<file path="src/rtl/tq_pkg.sv">
package tq_pkg;

    localparam int TQ_ID_W = 8;

    typedef enum logic [1:0] {
        CLS_PST = 2'b00,
        CLS_REQ = 2'b01,
        CLS_CPL = 2'b10,
        CLS_BAD = 2'b11
    } tq_cls_e;

    typedef struct packed {
        tq_cls_e              cls;
        logic                 cmt;
        logic [TQ_ID_W-1:0]   id;
    } tq_ent_t;

    // An older posted write is the only thing that blocks a younger entry.
    function automatic logic blocks_younger(tq_cls_e older);
        return older == CLS_PST;
    endfunction

    function automatic logic held_back(tq_cls_e c, logic [2:0] stall);
        case (c)
            CLS_PST: return stall[0];
            CLS_REQ: return stall[1];
            CLS_CPL: return stall[2];
            default: return 1'b1;
        endcase
    endfunction

endpackage

</file>
<file path="src/rtl/tq_elig.sv">
module tq_elig
    import tq_pkg::*;
#(
    parameter int DEPTH = 8
) (
    input  tq_ent_t          ents [DEPTH],
    input  logic [DEPTH-1:0] occ,
    input  logic [2:0]       stall,
    output logic [DEPTH-1:0] can_out,
    output logic [DEPTH-1:0] can_drop
);

    logic [DEPTH:0] pst_before;
    logic [DEPTH:0] cpl_before;

    assign pst_before[0] = 1'b0;
    assign cpl_before[0] = 1'b0;

    for (genvar i = 0; i < DEPTH; i++) begin : g_slot
        assign pst_before[i+1] = pst_before[i] | (occ[i] & blocks_younger(ents[i].cls));
        assign cpl_before[i+1] = cpl_before[i] | (occ[i] & (ents[i].cls == CLS_CPL));

        assign can_out[i] = occ[i] & ~pst_before[i] & ~held_back(ents[i].cls, stall);

        assign can_drop[i] = occ[i] &
            (((ents[i].cls == CLS_REQ) & ~ents[i].cmt) |
             ((ents[i].cls == CLS_CPL) & ~cpl_before[i]));
    end

endmodule

</file>
<file path="src/rtl/tq_pick.sv">
module tq_pick #(
    parameter int N = 8,
    localparam int IW = (N > 1) ? $clog2(N) : 1
) (
    input  logic [N-1:0]  req,
    output logic          hit,
    output logic [IW-1:0] idx
);

    always_comb begin
        hit = 1'b0;
        idx = '0;
        for (int i = N - 1; i >= 0; i--) begin
            if (req[i]) begin
                hit = 1'b1;
                idx = IW'(i);
            end
        end
    end

endmodule

</file>
<file path="src/rtl/txn_order_queue.sv">
module txn_order_queue
    import tq_pkg::*;
#(
    parameter int DEPTH = 8
) (
    input  logic                clk,
    input  logic                rst,
    input  logic                in_valid,
    output logic                in_ready,
    input  logic [1:0]          in_cls,
    input  logic                in_cmt,
    input  logic [TQ_ID_W-1:0]  in_id,
    output logic                out_valid,
    input  logic                out_ready,
    output logic [1:0]          out_cls,
    output logic                out_cmt,
    output logic [TQ_ID_W-1:0]  out_id,
    input  logic [2:0]          cls_stall,
    input  logic                drop_valid,
    input  logic [TQ_ID_W-1:0]  drop_id,
    output logic                drop_err
);

    localparam int IW = (DEPTH > 1) ? $clog2(DEPTH) : 1;
    localparam int CW = $clog2(DEPTH + 1);

    tq_ent_t          ents   [DEPTH];
    tq_ent_t          ents_n [DEPTH];
    tq_ent_t          shl    [DEPTH];
    logic [CW-1:0]    count, count_n, wr_pos;
    logic [DEPTH-1:0] occ, can_out, can_drop, id_hit;
    logic             out_any, id_any, drop_go, drop_bad, rm_en, push;
    logic [IW-1:0]    out_idx, id_idx, rm_idx;

    always_comb begin
        for (int i = 0; i < DEPTH; i++) begin
            occ[i]    = i < int'(count);
            id_hit[i] = occ[i] && (ents[i].id == drop_id);
        end
    end

    tq_elig #(.DEPTH(DEPTH)) elig_i (
        .ents     (ents),
        .occ      (occ),
        .stall    (cls_stall),
        .can_out  (can_out),
        .can_drop (can_drop)
    );

    tq_pick #(.N(DEPTH)) out_pick_i (.req(can_out), .hit(out_any), .idx(out_idx));
    tq_pick #(.N(DEPTH)) id_pick_i  (.req(id_hit),  .hit(id_any),  .idx(id_idx));

    assign drop_go   = drop_valid && id_any && can_drop[id_idx];
    assign drop_bad  = drop_valid && !drop_go;
    assign out_valid = out_any && !drop_valid;
    assign out_cls   = ents[out_idx].cls;
    assign out_cmt   = ents[out_idx].cmt;
    assign out_id    = ents[out_idx].id;
    assign in_ready  = int'(count) < DEPTH;
    assign push      = in_valid && in_ready;
    assign rm_en     = drop_go || (out_valid && out_ready);
    assign rm_idx    = drop_go ? id_idx : out_idx;

    for (genvar i = 0; i < DEPTH; i++) begin : g_shift
        if (i < DEPTH - 1) begin : g_mid
            assign shl[i] = ents[i+1];
        end else begin : g_top
            assign shl[i] = ents[i];
        end
    end

    always_comb begin
        wr_pos  = count - CW'(rm_en);
        count_n = wr_pos + CW'(push);
        for (int i = 0; i < DEPTH; i++) begin
            ents_n[i] = (rm_en && i >= int'(rm_idx)) ? shl[i] : ents[i];
            if (push && i == int'(wr_pos)) begin
                ents_n[i] = '{cls: tq_cls_e'(in_cls), cmt: in_cmt, id: in_id};
            end
        end
    end

    always_ff @(posedge clk) begin
        if (rst) begin
            count    <= '0;
            drop_err <= 1'b0;
        end else begin
            count <= count_n;
            if (drop_bad) drop_err <= 1'b1;
        end
        ents <= ents_n;
    end


    reset_empty_chk: assert property (@(posedge clk) disable iff (rst)
        $past(rst) |-> (count == '0 && !drop_err));

    no_overflow_chk: assert property (@(posedge clk) disable iff (rst)
        int'(count) <= DEPTH);

    full_hold_chk: assert property (@(posedge clk) disable iff (rst)
        (!in_ready && !rm_en) |=> $stable(count));

    drop_mutes_out_chk: assert property (@(posedge clk) disable iff (rst)
        drop_valid |-> !out_valid);

    err_sticky_chk: assert property (@(posedge clk) disable iff (rst)
        drop_err |=> drop_err);

    pst_stall_chk: assert property (@(posedge clk) disable iff (rst)
        (out_valid && out_cls == 2'b00) |-> !cls_stall[0]);

    req_stall_chk: assert property (@(posedge clk) disable iff (rst)
        (out_valid && out_cls == 2'b01) |-> !cls_stall[1]);

    cpl_stall_chk: assert property (@(posedge clk) disable iff (rst)
        (out_valid && out_cls == 2'b10) |-> !cls_stall[2]);

endmodule

</file>
<file path="config.mk">
export PLATFORM = sky130hd
export DESIGN_NAME = txn_order_queue
export DESIGN_NICKNAME = d
export VERILOG_FILES = /design/src/rtl/tq_pkg.sv /design/src/rtl/tq_elig.sv /design/src/rtl/tq_pick.sv /design/src/rtl/txn_order_queue.sv
export SDC_FILE = /design/constraint.sdc
export NUM_CORES = 1
export LEC_CHECK = 0
export ABC_AREA = 1
export ABC_CLOCK_PERIOD_IN_PS = 4030
export CAP_MARGIN = 15
export CORE_MARGIN = 1.5
export CORE_UTILIZATION = 40
export CTS_CLUSTER_DIAMETER = 30
export CTS_CLUSTER_SIZE = 16
export DETAILED_ROUTE_END_ITERATION = 10
export GPL_TIMING_DRIVEN = 0
export PLACE_DENSITY = 0.64
export SLEW_MARGIN = 15
export SYNTH_ARGS = -nofsm -noshare
export SYNTH_HDL_FRONTEND = slang
export SYNTH_SLANG_ARGS = --single-unit
</file>
<file path="constraint.sdc">
create_clock -name clk -period 4.03 [get_ports clk]
set_input_delay 0.403 -clock clk [delete_from_list [all_inputs] [get_ports clk]]
set_output_delay 0.403 -clock clk [all_outputs]
set_load 0.1 [all_outputs]
</file>
==> out/qor.txt, run 1 <==
Net total in the final layout = 1072
Worst reg-to-reg setup slack = 0.09 ns
Worst-margin pin slew = 0.9680 ns
Gr usage total = 24.77%
RSZ-0062 raised after global routing = true
Core Util, Final = 49.53%
Vias in the first global route = 6279
Final hold viol count = 0
Status = finished, final reports clean
GR Overflow Total = 0
Post-Syn Area = 6740 um2
Worst-path cell chain = nand2_1 > nand2_4 > a21oi_2 > nor3_1 > nand3_1 > and2_1 > nand2_1 > nand2_1 > nand2_1 > inv_1 > nand3_1 > nand3b_1 > nand3_4 > nand2_4 > ha_2 > ha_2 > inv_1 > nor3_2 > inv_2 > buf_4 > nor2_4 > buf_4 > buf_4 > o21ai_0
Layout cell share with drive strength beyond 1 = 14.24%
Pins over their slew limit = 0
Detailed Place HPWL = 16760 um
Core area = 16520 um2
Max H-tree Level = 3
Initial antenna violation count = 0
WP data required = 4.12 ns
Layout area overhead = 21.44%
Crit path DAT = 4.04 ns
Maximum Capacitance Violations = 0
Initial DRC count = 738
Asr flop ratio synth = 0%
Initial Util = 40.79%
Remaining DRCs = 0
Post-synth EDFFs = 88
Yosys reg bits = 93
Chip Height = 132.8 um
Largest net degree at the start of global routing = 16
Top FF cell, synth = edfxtp_1
Die width = 132.8 um
Crit-path max FO = 10
CTS tree = yes
Clk sink count = 93
Post-synth cell types = 45
Cell with the most instances after synthesis = nand2_1
CTS Buf Count = 9
Diode count = 0
Final ANT Viol Nets = 0
Drt total wl = 21830 um
Worst relative slew slack = 35.27%
CTS Buffer Depth = 2
Fillers = 1610
Number of buffers and inverters on the critical path = 6
DR vias/cell = 5.319
Crit path launch type = register
Fmax = 253.6 MHz
Clock transition at path regs = 0.07 ns
Register area share after synthesis = 40.69%
Top delay family on crit path = simple AND/OR/NAND/NOR gates
IO buf count = 31
Synthesis warning total = 0
First-pass iteration count of the detailed router = 6
Die area = 17640 um2
Crit path time final = 3.944 ns
Vias = 6734
Worst Setup End Kind = register
Number of cell rows = 47
Syn nets = 1007
Worst skew pair latency = 0.36 ns
Clock skew = 0.01768 ns
CP Class = register to register
Syn Inst Count = 976
WHS = 0.4697 ns
Tcrit/Tclk final = 97.86%
Final GP Congestion = 0.9575
Global-route wire length before repair = 33350 um
Yosys top cell area share = 39.21%
Synth top area cells = edfxtp_1 39%, nand2_1 20%, inv_1 7.2%, o21ai_0 7.1%, nand3_1 5.8%
Final setup TNS = 0 ns
Avg WL per Cell = 17.25 um
Largest stage delay on the critical path = 0.38 ns
Synth Area per Inst = 6.906 um2
Root Buffer = clkbuf_16
Most frequent CP cell = nand2_1
Final setup fails = 0
Cell taking the most area after synthesis = edfxtp_1
Synth cell count leaders = 368 x nand2_1, 129 x inv_1, 95 x o21ai_0
Worst hold path class = register to register
I/O pins = 41
CP max-delay cell = dfxtp_4
==> repair_timing <==
action	in CTS	in global routing
pin swaps	4	14
setup buffers	6	15
resized for setup	92	80
cloned	1	1
hold buffers	0	0
setup endpoints to repair	175	176
==> tightest hold or removal path, stage by stage, from the launching register on <==
cell and delay [ns]:
dfxtp_1 0.33, a21oi_1 0.04, nor2_1 0.07
==> routing by layer <==
layer	up-vias	track usage [%]	share of wire, %
li1	3300	-	-
met2	320	40.68	47
met4	0	10.93	3.2
met1	3069	32.63	42
met5	-	0	0
met3	45	3.448	8.0
==> cell families after synthesis <==
group                      count (synthesis)  share of synthesized area [%]
buffers and inverters                    174                          10.60
xor gates and xnor gates                  22                          2.859
DFF                                       93                          40.69
AOI/OAI and AO/OA                        132                          10.54
and+or+nand+nor                          551                          34.56
adders and majority gates                  4                         0.7426
==> path summary, 6_finish.rpt <==
kind / end / depth (start not counted) / startpoint
max: ents[66] / 24 / count[1]
min: drop_err / 2 / drop_err
max reg2reg: ents[66] / 24 / count[1]
min reg2reg: drop_err / 2 / drop_err
==> layout make-up <==
type                    instances  area, um2  share of cell area, %
flip-flops and latches         93       2751                  33.61
well taps                     220      275.3                  3.363
clock buffers                  10      229.0                  2.797
multi-input cells             711       3523                  43.04
inverters                     137      558.0                  6.817
clock inverters                 6      85.08                  1.039
plain buffers                  37      275.3                  3.363
repair buffers                 52      488.0                  5.961
==> cell usage in the layout, fill, tap and decap left out, types with 3 or more instances in the layout <==
cell type        count
a21oi_1             16
buf_2               12
buf_4               27
buf_6                9
buf_8                4
clkbuf_1             3
clkbuf_16            9
clkbuf_2             5
clkbuf_4             7
clkdlybuf4s50_1     20
clkinv_1             3
clkinvlp_4           6
edfxtp_1            88
inv_1              120
inv_2                8
nand2_1            360
nand2_2              6
nand2_4             11
nand3_1             77
nand3b_1             4
nand4_1             19
nor2_1              37
nor2_2               5
nor2_4               8
nor3_1              11
o21ai_0             92
o21ai_1              4
xnor2_1              9
xor2_1              11
==> flip-flops by register name, summed over array words and instances (netlist names) <==
signal	count
drop_err	1
ents	88
count	4
==> metrics by stage <==
| stage | setup WS (ns) | cell area (um2) | instances |
|---|---|---|---|
| 3_5_place_dp | -0.8380 | 7418 | 1227 |
| 2_1_floorplan | 0.002981 | 6833 | 976 |
| 5_1_grt | -0.03753 | 8185 | 1266 |
| 6_report | 0.08610 | 8185 | 1266 |
| 3_3_place_gp | -0.8413 | 7418 | 1227 |
| 4_1_cts | 0.01315 | 7870 | 1250 |
Power of run 1 is not shown: default switching activity piles up to over one toggle a cycle in this logic, so the estimate is an artifact.
==> run 2, diff against run 1 <==
ABC_AREA = default   (was 1)
HOLD_SLACK_MARGIN = 0.12   (was default)
==> run 2 against run 1 <==
- the run now ends with negative setup slack left
- global-route usage is 0.31 points higher
- worst hold slack got worse by 0.025 ns
- area after synthesis shrank 3.6%
- first-iteration DRC count fell by 14%
- wire length shrank 4.4%
- final cell count shrank 30%
- register-to-register slack worse by 0.25 ns
- synthesized cell count is 42% lower
- critical path depth is 5 lower
- die area fell by 3.6%
==> out/qor.txt, run 2 <==
Status = finished, violations left
Failing checks = negative setup slack
Vias in the first global route = 5285
IO buf count = 31
Maximum Capacitance Violations = 0
Post-synth EDFFs = 88
Detailed Place HPWL = 14720 um
Top delay family on crit path = simple AND/OR/NAND/NOR gates
Clock skew = 0.01000 ns
Post-synthesis compound-gate area fraction = 10.11%
Asr flop ratio synth = 0%
Commonest non-fill, non-tap cell in the layout = edfxtp_1
Top flop regs = ents (88), count (4), drop_err (1)
Worst skew pair latency = 0.35 ns
Number of cell rows = 46
RSZ-0062 raised after global routing = true
Pins over their slew limit = 0
Initial antenna violation count = 0
Post-synthesis adder-cell area fraction = 0.7706%
Register name with the most flops = ents
Post-Syn Area = 6495 um2
Top FF cell, synth = edfxtp_1
Largest net degree at the start of global routing = 15
Final GP Congestion = 0.9821
Xor/xnor share of the synthesized area = 9.305%
Global-route wire length before repair = 31420 um
CTS Buf Count = 9
Post-Synth Simple-Gate Area = 12.37%
Crit path DAT = 4.26 ns
Final WS setup = -0.1651 ns
Net total in the final layout = 702
Core area = 15890 um2
Placed cell area = 7606 um2
Drt total wl = 20870 um
Initial Util = 40.89%
Most frequent cells in the layout = 88 x edfxtp_1, 56 x xnor2_1, 51 x mux2_2
Worst-path cell chain = buf_12 > o21a_1 > nor2_2 > or3_4 > nor2_2 > nor3_4 > buf_4 > or4_1 > a31o_4 > nand2_4 > nand2b_4 > ha_4 > ha_4 > nand3_4 > or3_4 > clkbuf_16 > nand2_4 > a221o_2 > buf_12
Register area share after synthesis = 42.23%
Avg WL per Cell = 23.45 um
Fillers = 1362
Core Util, Final = 55.22%
I/O pins = 41
WP data required = 4.10 ns
CTS Hold Buffers Added = 0
Root Buffer = clkbuf_16
Die width = 130.4 um
Synth Area per Inst = 11.41 um2
CP max-delay cell = or4_1
Cell with the most instances after synthesis = mux2_2
Worst-margin pin slew = 0.9717 ns
Chip Height = 130.4 um
Diode count = 0
Synth top area cells = edfxtp_1 41%, mux2_2 16%, xnor2_1 8.1%, mux2i_1 5.5%, nor2_1 1.7%
Yosys reg bits = 93
Initial DRC count = 635
Yosys top cell area share = 40.69%
CTS Buffer Depth = 2
Mux cell area share after synthesis = 22.08%
Final setup fails = 142
Tcrit/Tclk final = 104.1%
Synth cell count leaders = 93 x mux2_2, 88 x edfxtp_1, 60 x xnor2_1
Post-synth cell types = 66
Max H-tree Level = 3
Largest stage delay on the critical path = 0.51 ns
Layout cell share with drive strength beyond 1 = 40.21%
First-pass iteration count of the detailed router = 5
Max reg flops = 88
Clk sink count = 93
Cell taking the most area after synthesis = edfxtp_1
Crit-path max FO = 11
Clock transition at path regs = 0.07 ns
Gr usage total = 25.09%
Fmax = 238.4 MHz
Crit path launch type = register
Remaining DRCs = 0
Final instance area = 8772 um2
Syn nets = 600
Crit path time final = 4.195 ns
Final ANT Viol Nets = 0
Syn Inst Count = 569
CP Class = register to register
Vias = 5326
Synthesis warning total = 0
Number of buffers and inverters on the critical path = 4
Final hold viol count = 0
CTS tree = yes
GR Overflow Total = 0
Die area = 17010 um2
Layout area overhead = 35.06%
Worst Setup End Kind = register
DR vias/cell = 5.984
Worst relative slew slack = 35.02%
Largest family of logic cells by synthesized area = multiplexers
Worst hold path class = register to register
run 2: final timing paths:
kind,end,startpoint,cells past startpoint,slack [ns]
worst min-delay path,drop_err,drop_err,2,0.45
worst max-delay path,ents[32],count[2],19,-0.17
worst min register to register,drop_err,drop_err,2,0.45
worst max register to register,ents[32],count[2],19,-0.17
run 2: timing repair:
item,4_1_cts,5_1_grt
endpoints found under the hold margin,0,0
gates cloned,8,1
gates resized for setup,132,30
setup buffers,43,11
endpoints found under the setup margin,177,165
pin swaps,15,24
run 2: tightest hold or removal path, delay by kind of cell, from the launching register on:
family                 cells  cell delay [ns]
buffers and inverters      1             0.04
DFF                        1             0.31
AOI/OAI and AO/OA          1             0.05
run 2: cell families after synthesis:
logic type,count (synthesis)
and+or+nand+nor,147
muxes,131
DFF,93
AOI/OAI and AO/OA,87
xor gates and xnor gates,69
buffers and inverters,38
adders and majority gates,4
run 2: cell type report:
type	count	area, um2	share of cell area (%)
multi-input cells	441	4244	48.38
flip-flops and latches	93	2749	31.34
repair buffers	89	860.8	9.813
plain buffers	30	331.6	3.780
well taps	216	270.3	3.081
clock buffers	10	229.0	2.610
clock inverters	4	50.05	0.5705
inverters	7	37.54	0.4279
run 2: metal layers:
metal | vias up | track usage, % | wire length (um)
li1 | 2401 | - | -
met1 | 2667 | 33.86 | 9132
met2 | 212 | 41.55 | 10120
met3 | 46 | 3.054 | 1058
met4 | 0 | 9.373 | 555
met5 | - | 0 | 0
run 2: stage by stage:
step	hold slack, ns	setup WS [ns]	setup TNS [ns]	std cells
after floorplan	0.4657	-0.7978	-44.41	569
after global placement	0.4321	-0.9983	-127.15	816
after detailed placement	0.4362	-1.096	-139.34	816
after CTS	0.4464	-0.08283	-3.462	880
after global routing	0.4849	-0.2555	-27.62	890
final	0.4451	-0.1651	-11.60	890
Power of run 2 is left out for the same reason.
==> run 3, diff against run 2 <==
DONT_BUFFER_PORTS = 1   (was default)
PLACE_DENSITY = 0.6   (was 0.64)
==> run 3 against run 2 <==
- the run still ends with negative setup slack left
- final cell count is 1.3% lower
- worst hold slack worse by 0.30 ns
- core utilization is 1.6 points higher
- non-clock buffer count is 15 lower
- die area stayed put
- first-iteration DRC count is 34% lower
- sequential share of layout area is 0.91 points lower
- wire length is 4.5% higher
- clock skew hardly changed
- fmax is 7.5% lower
- via count is 1.5% lower
- final area is 2.9% higher
==> out/qor.txt, run 3 (synthesis gave the netlist of run 2 again) <==
Worst reg-to-reg setup slack = -0.51 ns
IO buf count = 0
Initial antenna violation count = 0
Clock skew = 0.009547 ns
Max reg flops = 88
Most frequent cells in the layout = 88 x edfxtp_1, 57 x xnor2_1, 51 x mux2_4
Pins over their slew limit = 0
Clk sink count = 93
FF-to-FF End = ents[49]
CP Class = register to register
Remaining DRCs = 0
Multi-input logic area = 4313 um2
RSZ-0062 raised after global routing = true
Number of cell rows = 46
Crit-path max FO = 5
Endpoint, Worst Hold = ents[6]
Vias in the first global route = 5290
Worst relative slew slack = 27.75%
Crit path launch type = register
I/O pins = 41
WP data required = 4.14 ns
CTS Buffer Depth = 2
Chip Height = 130.4 um
Min-Delay Path Depth = 0
Final setup fails = 176
Reg-to-reg startpoint = count[3]
Vias = 5244
Register name with the most flops = ents
Clock transition at path regs = 0.07 ns
Layout area overhead = 38.95%
Die width = 130.4 um
Top delay family on crit path = simple AND/OR/NAND/NOR gates
Initial Util = 40.89%
Final hold viol count = 0
Global-route wire length before repair = 32330 um
Layout cell share with drive strength beyond 1 = 42.30%
Crit path time final = 4.536 ns
Hold_sp = in_id[6]
Final GP Congestion = 0.9565
Die area = 17010 um2
Worst R2R Path Depth = 15
Fillers = 1308
Reg area = 2746 um2
DP Cell Count = 795
Final WS setup = -0.5060 ns
Net total in the final layout = 688
Core area = 15890 um2
CP max-delay cell = a311o_1
Diode count = 0
Largest stage delay on the critical path = 0.58 ns
Largest net degree at the start of global routing = 17
First-pass iteration count of the detailed router = 8
Worst-margin pin slew = 1.079 ns
Fmax = 220.5 MHz
Failing checks = negative setup slack
Detailed Place HPWL = 14810 um
Tcrit/Tclk final = 112.6%
Top flop regs = ents (88), count (4), drop_err (1)
GR Overflow Total = 0
Avg WL per Cell = 24.84 um
Commonest non-fill, non-tap cell in the layout = edfxtp_1
Crit path DAT = 4.65 ns
Worst Setup End Kind = register
Initial DRC count = 421
WHS = 0.1409 ns
Status = finished, violations left
Non-filler cells, final = 878
Worst hold path class = input pin to register
Final ANT Viol Nets = 0
Number of buffers and inverters on the critical path = 4
Worst-path cell chain = buf_12 > clkinvlp_4 > a311o_1 > a31oi_1 > nor3_1 > or4_4 > a31o_4 > nand2_4 > nand2b_4 > ha_4 > ha_4 > buf_6 > or4_4 > buf_8 > mux2_4
Maximum Capacitance Violations = 0
Drt total wl = 21810 um
Worst skew pair latency = 0.36 ns
Gr usage total = 25.98%
CTS Buf Count = 9
DR vias/cell = 5.973
Max H-tree Level = 3
Root Buffer = clkbuf_16
CTS tree = yes
-- run 3: final cells by class --
cell class,count,share of cell area [%]
multi-input combinational,442,47.79
sequential,93,30.43
timing repair buffer,73,10.90
buffer,31,4.173
tap,216,2.995
clock buffer,10,2.537
clock inverter,6,0.7625
inverter,7,0.4159
-- run 3: how the worst max path moves through the flow --
stage	cells after the start	to	from
3_5_place_dp	16	ents[15]	drop_id[4]
4_1_cts	16	ents[74]	count[3]
6_report	15	ents[49]	count[3]
3_3_place_gp	11	out_cls[0]	count[3]
2_1_floorplan	10	out_cls[0]	ents[31]
5_1_grt	16	ents[74]	count[3]
-- run 3: per-layer routing --
| metal | track usage, % | share of wire (%) |
|---|---|---|
| met5 | 0 | 0 |
| met4 | 8.016 | 2.6 |
| met1 | 33.82 | 42 |
| met2 | 44.80 | 49 |
| met3 | 3.827 | 5.9 |
-- run 3: stage by stage --
step / setup WS (ns) / utilization [%] / TNS [ns] / area [um2]
finish: -0.5060 / 56.81 / -64.08 / 9025
detailed placement: -1.119 / 47.75 / -134.90 / 7585
global placement: -1.497 / 45.93 / -141.80 / 7296
CTS: -0.5436 / 55.15 / -71.42 / 8761
global route: -0.5935 / 56.81 / -81.99 / 9025
floorplan: -0.7978 / - / -44.41 / 7025
-- run 3: timing repair --
action                                 CTS  global route
resized for setup                       67            65
setup buffers                           42            17
gates cloned                            10             3
pin swaps                               25            31
setup endpoints to repair              179           178
endpoints found under the hold margin    5             0
hold buffers                             1             0
Power of run 3 is left out for the same reason.
